===== src/rtl/fork_path_pkg.sv =====
package fork_path_pkg;
  typedef enum logic [1:0] {
    OP_NONE,
    OP_CANCEL,
    OP_RELEASE,
    OP_FORK
  } fps_op_e;
endpackage


===== src/rtl/fork_path_alloc.sv =====
// Lowest-index free slot finder.
module fork_path_alloc #(
  parameter int NUM_PATHS = 8,
  localparam int SEL_W = (NUM_PATHS > 1) ? $clog2(NUM_PATHS) : 1
) (
  input  logic [NUM_PATHS-1:0] free_i,
  output logic                 any_o,
  output logic [SEL_W-1:0]     idx_o
);
  always_comb begin
    idx_o = '0;
    for (int i = NUM_PATHS - 1; i >= 0; i--) begin
      if (free_i[i]) idx_o = SEL_W'(i);
    end
  end
  assign any_o = |free_i;
endmodule


===== src/rtl/fork_path_kill.sv =====
// Marks the start path and every path reachable through successor links.
module fork_path_kill #(
  parameter int NUM_PATHS = 8,
  localparam int ID_W  = $clog2(NUM_PATHS + 1),
  localparam int SEL_W = (NUM_PATHS > 1) ? $clog2(NUM_PATHS) : 1
) (
  input  logic [NUM_PATHS-1:0][ID_W-1:0] succ_i,
  input  logic                           en_i,
  input  logic [ID_W-1:0]                start_i,
  output logic [NUM_PATHS-1:0]           mask_o
);
  logic [ID_W-1:0] cur;
  always_comb begin
    mask_o = '0;
    cur    = start_i;
    for (int k = 0; k < NUM_PATHS; k++) begin
      if (en_i && (cur < ID_W'(NUM_PATHS))) begin
        mask_o[cur[SEL_W-1:0]] = 1'b1;
        cur = succ_i[cur[SEL_W-1:0]];
      end else begin
        cur = '1;
      end
    end
  end
endmodule


===== src/rtl/fork_path_seq.sv =====
module fork_path_seq
  import fork_path_pkg::*;
#(
  parameter int NUM_PATHS = 8,
  localparam int ID_W  = $clog2(NUM_PATHS + 1),
  localparam int SEL_W = (NUM_PATHS > 1) ? $clog2(NUM_PATHS) : 1
) (
  input  logic            clk,
  input  logic            rst_n,
  input  logic            spec_mode,
  input  logic            wb_fork_valid,
  input  logic [ID_W-1:0] wb_fork_path,
  input  logic            cmt_fork_valid,
  input  logic [ID_W-1:0] cmt_fork_path,
  output logic            fork_ready,
  output logic            fork_stall,
  output logic            dup_strobe,
  output logic [ID_W-1:0] dup_src,
  output logic [ID_W-1:0] dup_dst,
  output logic            fetch_go,
  output logic [ID_W-1:0] fetch_id,
  input  logic            rel_valid,
  input  logic [ID_W-1:0] rel_id,
  input  logic            cancel_valid,
  input  logic [ID_W-1:0] cancel_id,
  input  logic [ID_W-1:0] qry_id,
  output logic            qry_live,
  output logic [ID_W-1:0] qry_succ
);
  localparam logic [ID_W-1:0] NULL_ID = '1;
  localparam logic [ID_W-1:0] LIMIT   = ID_W'(NUM_PATHS);

  logic [NUM_PATHS-1:0]           live_q;
  logic [NUM_PATHS-1:0][ID_W-1:0] succ_q;
  logic                           fetch_go_q;
  logic [ID_W-1:0]                fetch_id_q;

  // Request port selection by fork mode
  logic            req_valid;
  logic [ID_W-1:0] req_path;
  assign req_valid = spec_mode ? wb_fork_valid : cmt_fork_valid;
  assign req_path  = spec_mode ? wb_fork_path  : cmt_fork_path;

  logic parent_ok, rel_hit, cancel_hit, qry_ok;
  assign parent_ok  = (req_path  < LIMIT) && live_q[req_path[SEL_W-1:0]];
  assign rel_hit    = rel_valid    && (rel_id    < LIMIT) && live_q[rel_id[SEL_W-1:0]];
  assign cancel_hit = cancel_valid && (cancel_id < LIMIT) && live_q[cancel_id[SEL_W-1:0]];
  assign qry_ok     = (qry_id    < LIMIT) && live_q[qry_id[SEL_W-1:0]];

  // Allocation
  logic             free_any;
  logic [SEL_W-1:0] free_idx;
  logic [ID_W-1:0]  new_id;

  fork_path_alloc #(.NUM_PATHS(NUM_PATHS)) u_alloc (
    .free_i (~live_q),
    .any_o  (free_any),
    .idx_o  (free_idx)
  );
  assign new_id = ID_W'(free_idx);

  // Cancel reach
  logic [NUM_PATHS-1:0] kill_mask;
  fork_path_kill #(.NUM_PATHS(NUM_PATHS)) u_kill (
    .succ_i  (succ_q),
    .en_i    (cancel_hit),
    .start_i (cancel_id),
    .mask_o  (kill_mask)
  );

  // Arbitration: cancel, then release, then fork
  logic    fork_go;
  fps_op_e op;
  assign fork_ready = free_any && !cancel_valid && !rel_valid;
  assign fork_stall = req_valid && !fork_ready;
  assign fork_go    = req_valid && fork_ready && parent_ok;

  always_comb begin
    if (cancel_hit)   op = OP_CANCEL;
    else if (rel_hit) op = OP_RELEASE;
    else if (fork_go) op = OP_FORK;
    else              op = OP_NONE;
  end

  assign dup_strobe = fork_go;
  assign dup_src    = req_path;
  assign dup_dst    = new_id;

  // Table update
  always_ff @(posedge clk) begin
    if (!rst_n) begin
      live_q     <= NUM_PATHS'(1);
      succ_q     <= {NUM_PATHS{NULL_ID}};
      fetch_go_q <= 1'b0;
      fetch_id_q <= NULL_ID;
    end else begin
      fetch_go_q <= fork_go;
      if (fork_go) fetch_id_q <= new_id;
      unique case (op)
        OP_CANCEL: begin
          for (int i = 0; i < NUM_PATHS; i++) begin
            if (kill_mask[i]) begin
              live_q[i] <= 1'b0;
              succ_q[i] <= NULL_ID;
            end else if (succ_q[i] == cancel_id) begin
              succ_q[i] <= NULL_ID;
            end
          end
        end
        OP_RELEASE: begin
          for (int i = 0; i < NUM_PATHS; i++) begin
            if (i == int'(rel_id)) begin
              live_q[i] <= 1'b0;
              succ_q[i] <= NULL_ID;
            end else if (succ_q[i] == rel_id) begin
              succ_q[i] <= succ_q[rel_id[SEL_W-1:0]];
            end
          end
        end
        OP_FORK: begin
          live_q[free_idx] <= 1'b1;
          succ_q[free_idx] <= succ_q[req_path[SEL_W-1:0]];
          succ_q[req_path[SEL_W-1:0]] <= new_id;
        end
        default: ;
      endcase
    end
  end

  assign fetch_go = fetch_go_q;
  assign fetch_id = fetch_id_q;
  assign qry_live = qry_ok;
  assign qry_succ = qry_ok ? succ_q[qry_id[SEL_W-1:0]] : NULL_ID;
endmodule


===== config.mk =====
export PLATFORM = sky130hd
export DESIGN_NAME = fork_path_seq
export DESIGN_NICKNAME = d
export VERILOG_FILES = /design/src/rtl/fork_path_pkg.sv /design/src/rtl/fork_path_alloc.sv /design/src/rtl/fork_path_kill.sv /design/src/rtl/fork_path_seq.sv
export SDC_FILE = /design/constraint.sdc
export NUM_CORES = 1
export LEC_CHECK = 0
export BUFFER_PORTS_ARGS = -buffer_cell sky130_fd_sc_hd__buf_4
export CELL_PAD_IN_SITES_DETAIL_PLACEMENT = 2
export CELL_PAD_IN_SITES_GLOBAL_PLACEMENT = 2
export CORE_ASPECT_RATIO = 0.7
export CORE_MARGIN = 3
export CORE_UTILIZATION = 40
export DETAILED_ROUTE_END_ITERATION = 10
export PLACE_DENSITY_LB_ADDON = 0.12
export SLEW_MARGIN = 0
export SYNTH_ARGS = -nofsm -noshare
export SYNTH_HDL_FRONTEND = slang
export SYNTH_HIERARCHICAL = 1
export SYNTH_SLANG_ARGS = --single-unit

===== constraint.sdc =====
create_clock -name clk -period 26.2 [get_ports clk]
set_input_delay 2.62 -clock clk [delete_from_list [all_inputs] [get_ports clk]]
set_output_delay 2.62 -clock clk [all_outputs]
set_load 0.02 [all_outputs]

==> impl_metrics.env, run 1 <==
export IMPL_status="finished, final reports clean"
export IMPL_setup_tns_ps=0
export IMPL_total_of_fill_cells_in_the_finished_design=2403
export IMPL_hold_violations=0
export IMPL_ir_drop_v=0.0000205
export IMPL_area_growth_syn_to_layout_pct=7.75
export IMPL_fin_skew_ps=8.30
export IMPL_r2r_end="succ_q[30]"
export IMPL_root_buffer_cell="clkbuf_16"
export IMPL_synth_async_reset_ratio=0
export IMPL_required_ps=26420
export IMPL_tritoncts="built"
export IMPL_cp_startpoint="cancel_id[0]"
export IMPL_post_layout_nonfiller_instances=1395
export IMPL_r2r_start="live_q[4]"
export IMPL_grt_use_total=0.390
export IMPL_synth_top_cells_by_area="mux2i_1 (11%), dfxtp_1 (11%), a21oi_1 (5.6%), nand2_1 (4.9%), mux4_2 (4.8%)"
export IMPL_seqCellArea_sq_um=901
export IMPL_timing_final_crit_period_ps=13670
export IMPL_netlist_top_cells_count="nand2_1 (110), a21oi_1 (95), mux2i_1 (95), nor2_1 (95)"
export IMPL_finalSetupViolCount=0
export IMPL_yosysSeqAreaShare=0.107
export IMPL_area_occupied_by_multi_input_gates_sq_um=6870
export IMPL_number_of_cells_on_the_worst_reg_to_reg_path=30
export IMPL_endpoint="succ_q[30]"
export IMPL_crit_path_max_fanout=34
export IMPL_synthDistinctLibCells=109
export IMPL_postCtsSetupRepairBufs=0
export IMPL_grt_overflow_total=0
export IMPL_post_route_worst_setup_slack_ps=12530
export IMPL_cts_made_buffers=5
export IMPL_remaining_drc_errors=0
export IMPL_post_layout_total_power_uw=229
export IMPL_synthesized_area_per_cell_sq_um=7.45
export IMPL_std_cell_rows=43
export IMPL_synth_ff_type="dfxtp_1"
export IMPL_tightest_slew_ps=1100
export IMPL_setup_repair_after_global_routing_missed_its_margin="false"
export IMPL_synth_enable_flop_cells=0
export IMPL_place_hpwl_um=32100
export IMPL_die_area_sq_um=22900
export IMPL_crit_path_frequent_cell="mux2i_1"
export IMPL_drtPass1Iterations=5
export IMPL_detailroute_via_count=10400
export IMPL_clk_insertion_delay_late_ps=300
export IMPL_ys_warnings_count=6
export IMPL_crit_path_start_kind="input pin"
export IMPL_gp_congestion=0.962
export IMPL_post_synth_top_count_cell="nand2_1"
export IMPL_clock_tree_htree_level_count=2
export IMPL_synth_seq_cells=45
export IMPL_path_clk_slew_ps=70
export IMPL_internal_reg_to_reg_setup_slack_ps=14670
export IMPL_core_area_sq_um=20200
export IMPL_finalWirelength_um=46200
export IMPL_yosys_top_cell_area_share=0.113
export IMPL_crit_path_top_delay_cell="a211oi_2"
export IMPL_synth_net_count=1159
export IMPL_wire_length_of_the_first_global_routing_pass_um=68400
export IMPL_vias_per_cell=7.42
export IMPL_netlist_area_sq_um=8430
export IMPL_drtIter0Drc=1503
export IMPL_hold_class="flop to flop"
export IMPL_die_width_um=180
export IMPL_relSlewSlack=0.269
export IMPL_die_height_um=127
export IMPL_cp_end_kind="flop"
export IMPL_maxCapViolCount=0
export IMPL_synthesis_instances=1132
export IMPL_slowest_delay_ps=890
export IMPL_io_buffers=46
export IMPL_initial_core_util=0.417
export IMPL_synth_top_cell_by_area="mux2i_1"
export IMPL_number_of_cells_upsized_or_downsized_after_cts=0
export IMPL_grt_pass1_vias=10300
export IMPL_antenna_cells=0
export IMPL_worstPathArrival_ps=13880
export IMPL_timing_worst_setup_path_type="input pin to flop"
export IMPL_fin_nets=1152
export IMPL_dp_slack_ps=12670
export IMPL_cts_root_to_sink_buffers=2
export IMPL_number_of_buffers_added_to_fix_hold_violations_after_cts=0
export IMPL_design_portCount=48
export IMPL_drtAntennaViolNets=0
export IMPL_antenna_found_initial=2
export IMPL_timing_final_crit_share=0.522
export IMPL_leakagePower_uw=0.00354
export IMPL_timing_fmax_mhz=73.2
export IMPL_clock_sink_count=45
export IMPL_pwr_density_cell_nw_per_um2=25.2
export IMPL_place_detailed_instances=1388
export IMPL_layout_drive_gt1_share=0.159
export IMPL_grt_max_degree=45
export IMPL_maxSlewViolCount=0
export IMPL_fin_hold_ws_ps=447
export IMPL_routed_wire_length_per_instance_um=33.1
==> critical path, delay by kind of cell <==
kind | cells | cell delay (ps)
multiplexers | 6 | 1470
AO/OA/AOI/OAI | 13 | 5670
buffers and inverters | 2 | 570
AND/OR/NAND/NOR | 10 | 3500
==> per-stage QoR <==
step | utilization | area, sq um
4_1_cts | 0.449 | 9080
3_3_place_gp | 0.441 | 8920
2_1_floorplan | - | 8430
5_1_grt | 0.449 | 9080
6_report | 0.449 | 9080
3_5_place_dp | 0.441 | 8920
==> layout by cell type, fill, tap and decap left out, drive strengths merged, types with 36 or more instances in the layout <==
master,n
nand2,113
xor2,36
dfxtp,45
mux2i,95
buf,91
o21ai,48
a21oi,98
nor2,98
o211ai,46
==> flip-flops by register name, indices dropped and copies added (netlist names) <==
register  count
fetch_go      1
fetch_id      4
live_q        8
succ_q       32
==> metal layers <==
metal | wire (um) | vias up | share of wire | global-route usage
met5 | 0 | - | 0 | 0
met2 | 18500 | 715 | 0.40 | 0.563
met3 | 6450 | 133 | 0.14 | 0.141
met1 | 19800 | 5204 | 0.43 | 0.545
met4 | 1450 | 0 | 0.031 | 0.107
li1 | - | 4298 | - | -
==> how the worst min path moves through the flow <==
stage | startpoint | to | slack (ps) | cells past startpoint
2_1_floorplan | live_q[2] | live_q[2] | 480 | 2
3_3_place_gp | fetch_id[3] | fetch_id[3] | 440 | 2
3_5_place_dp | fetch_id[3] | fetch_id[3] | 440 | 2
4_1_cts | fetch_id[3] | fetch_id[3] | 450 | 2
5_1_grt | fetch_id[3] | fetch_id[3] | 470 | 2
6_report | fetch_id[3] | fetch_id[3] | 450 | 2
==> kinds of logic (layout without fill, tap and decap cells) <==
group / after synthesis / in the layout / synth area share
AO/OA/AOI/OAI: 376 / 376 / 0.332
multiplexers: 139 / 139 / 0.196
other: 1 / 1 / 0.000445
AND/OR/NAND/NOR: 368 / 368 / 0.219
XOR/XNOR: 64 / 64 / 0.0665
flip-flops: 45 / 45 / 0.107
buffers and inverters: 139 / 132 / 0.0795
==> power by group <==
part / switching [uW] / internal (uW)
logic: 56.4 / 26.5
registers: 1.60 / 69.7
clock network: 30.3 / 44.4
total: 88.3 / 141
==> layout make-up <==
type / count / area share
tap: 270 / 0.0372
timing repair buffer: 91 / 0.0752
clock buffer: 5 / 0.0138
sequential: 45 / 0.0992
multi-input combinational: 948 / 0.756
clock inverter: 2 / 0.00386
inverter: 34 / 0.0149
Power figures use the tool's default switching activity.
==> inputs of run 2 (changes only) <==
--- a/config.mk
+++ b/config.mk
@@ -10,7 +10,7 @@
 export CELL_PAD_IN_SITES_GLOBAL_PLACEMENT = 2
 export CORE_ASPECT_RATIO = 0.7
 export CORE_MARGIN = 3
-export CORE_UTILIZATION = 40
+export CORE_UTILIZATION = 38
 export DETAILED_ROUTE_END_ITERATION = 10
 export PLACE_DENSITY_LB_ADDON = 0.12
 export SLEW_MARGIN = 0
==> constraint.sdc (replaced) <==
create_clock -name clk -period 14 [get_ports clk]
set_input_delay 1.4 -clock clk [delete_from_list [all_inputs] [get_ports clk]]
set_output_delay 1.4 -clock clk [all_outputs]
set_load 0.02 [all_outputs]
==> impl_metrics.env, run 2 (same netlist as run 1, synthesis figures left out) <==
export IMPL_status="finished, final reports clean"
export IMPL_critical_path_top_delay_family="compound AO/OA/AOI/OAI gates"
export IMPL_timing_final_crit_period_ps=12230
export IMPL_grt_use_total=0.380
export IMPL_tightest_slew_ps=1100
export IMPL_post_layout_total_power_uw=415
export IMPL_drtIter0Drc=1410
export IMPL_largest_register="succ_q"
export IMPL_finalWirelength_um=46400
export IMPL_die_area_sq_um=24000
export IMPL_design_portCount=48
export IMPL_io_buffers=46
export IMPL_cp_end_kind="flop"
export IMPL_worstPathArrival_ps=12440
export IMPL_grt_overflow_total=0
export IMPL_initial_core_util=0.397
export IMPL_grt_max_degree=45
export IMPL_wire_length_of_the_first_global_routing_pass_um=68400
export IMPL_grt_pass1_vias=10200
export IMPL_routed_wire_length_per_instance_um=33.0
export IMPL_fin_hold_ws_ps=481
export IMPL_largest_reg_flops=32
export IMPL_timing_worst_setup_path_type="input pin to flop"
export IMPL_final_cell_mix="nand2_1 (110), mux2i_1 (95), a21oi_1 (95), nor2_1 (95), buf_4 (92)"
export IMPL_met3_usage=0.116
export IMPL_leakagePower_uw=0.00353
export IMPL_std_cell_rows=44
export IMPL_r2r_end="succ_q[30]"
export IMPL_die_height_um=131
export IMPL_setup_tns_ps=0
export IMPL_hold_class="flop to flop"
export IMPL_maxSlewViolCount=0
export IMPL_internal_reg_to_reg_setup_slack_ps=2690
export IMPL_clock_tree_htree_level_count=2
export IMPL_slowest_delay_ps=810
export IMPL_layout_drive_gt1_share=0.160
export IMPL_r2r_start="live_q[4]"
export IMPL_pwr_density_cell_nw_per_um2=45.6
export IMPL_most_common_cell_after_layout_fill_and_taps_aside="nand2_1"
export IMPL_gr_max_usage_layer="met2"
export IMPL_ir_drop_v=0.0000463
export IMPL_timing_final_crit_share=0.874
export IMPL_fin_skew_ps=11.2
export IMPL_worstHoldStart="fetch_id[3]"
export IMPL_cts_root_to_sink_buffers=2
export IMPL_antenna_found_initial=2
export IMPL_post_route_worst_setup_slack_ps=1770
export IMPL_dp_slack_ps=1800
export IMPL_drtAntennaViolNets=0
export IMPL_detailroute_via_count=10300
export IMPL_tritoncts="built"
export IMPL_area_growth_syn_to_layout_pct=7.76
export IMPL_globalRouteMet2Util=0.548
export IMPL_finalSetupViolCount=0
export IMPL_hold_path_cell_count=2
export IMPL_fin_nets=1153
export IMPL_root_buffer_cell="clkbuf_16"
export IMPL_remaining_drc_errors=0
export IMPL_relSlewSlack=0.266
export IMPL_crit_path_max_fanout=34
export IMPL_maxCapViolCount=0
export IMPL_place_hpwl_um=32100
export IMPL_timing_fmax_mhz=81.8
export IMPL_clock_sink_count=45
export IMPL_setup_repair_after_global_routing_missed_its_margin="false"
export IMPL_path_buf_inv=2
export IMPL_crit_path_top_delay_cell="a211oi_2"
export IMPL_clk_insertion_delay_late_ps=300
export IMPL_cts_made_buffers=5
export IMPL_use_met1=0.545
export IMPL_core_area_sq_um=21300
export IMPL_path_clk_slew_ps=70
export IMPL_number_of_cells_on_the_worst_reg_to_reg_path=29
export IMPL_drtPass1Iterations=6
export IMPL_hold_violations=0
export IMPL_place_detailed_instances=1395
export IMPL_crit_path_start_kind="input pin"
export IMPL_required_ps=14210
export IMPL_die_width_um=184
export IMPL_vias_per_cell=7.33
export IMPL_postCtsSetupRepairBufs=0
export IMPL_number_of_buffers_added_to_fix_hold_violations_after_cts=0
export IMPL_number_of_cells_upsized_or_downsized_after_cts=0
export IMPL_gp_congestion=0.918
export IMPL_crit_path_frequent_cell="nor2_1"
export IMPL_hold_end="fetch_id[3]"
export IMPL_post_layout_nonfiller_instances=1404
==> run 2: changes by cell type in the layout (fill, tap and decap cells not counted) <==
cell / delta
bufinv_16: -1
clkinvlp_4: +2
clkinv_2: -1
buf_4: +1
diode_2: +1
clkbuf_1: +1
==> run 2: worst max-delay path by stage <==
stage / from / end / slack, ps / depth (start not counted)
2_1_floorplan: cancel_id[3] / succ_q[30] / 4680 / 35
3_3_place_gp: cancel_id[0] / succ_q[30] / 2250 / 30
3_5_place_dp: cancel_id[0] / succ_q[30] / 1800 / 30
4_1_cts: cancel_id[0] / succ_q[30] / 2090 / 30
5_1_grt: cancel_id[0] / succ_q[31] / 1230 / 30
6_report: cancel_id[0] / succ_q[30] / 1770 / 30
==> run 2: layout make-up <==
type	instances	area, sq um
Antenna cell	1	2.50
Clock buffer	6	129
Clock inverter	2	15.0
Fill cell	2510	12200
Inverter	34	135
Multi-Input combinational cell	948	6870
Sequential cell	45	901
Tap cell	276	345
Timing Repair Buffer	92	691
==> run 2: worst reg2reg max path: cells and delay by family (launching register included) <==
family | cells | cell delay (ps)
mux | 5 | 1560
flops | 1 | 590
compound gates | 13 | 5500
simple gates | 10 | 3400
buf+inv | 1 | 190
==> run 2: power by group <==
group          switching [uW]  internal (uW)  total [uW]
Combinational             106           49.9         156
Clock                    58.5           66.5         125
Sequential               2.92            130         133
==> run 2: routing by layer <==
metal / vias up / wire length (um) / share of wire
met1: 5190 / 20200 / 0.44
li1: 4304 / - / -
met3: 126 / 6120 / 0.13
met4: 2 / 1590 / 0.034
met5: - / 17 / 0.00037
met2: 668 / 18400 / 0.40
==> run 2: per-stage QoR <==
step / cell area (sq um) / utilization
after floorplan: 8430 / -
after global placement: 8940 / 0.421
after detailed placement: 8940 / 0.421
after CTS: 9080 / 0.427
after global routing: 9080 / 0.427
final: 9090 / 0.428
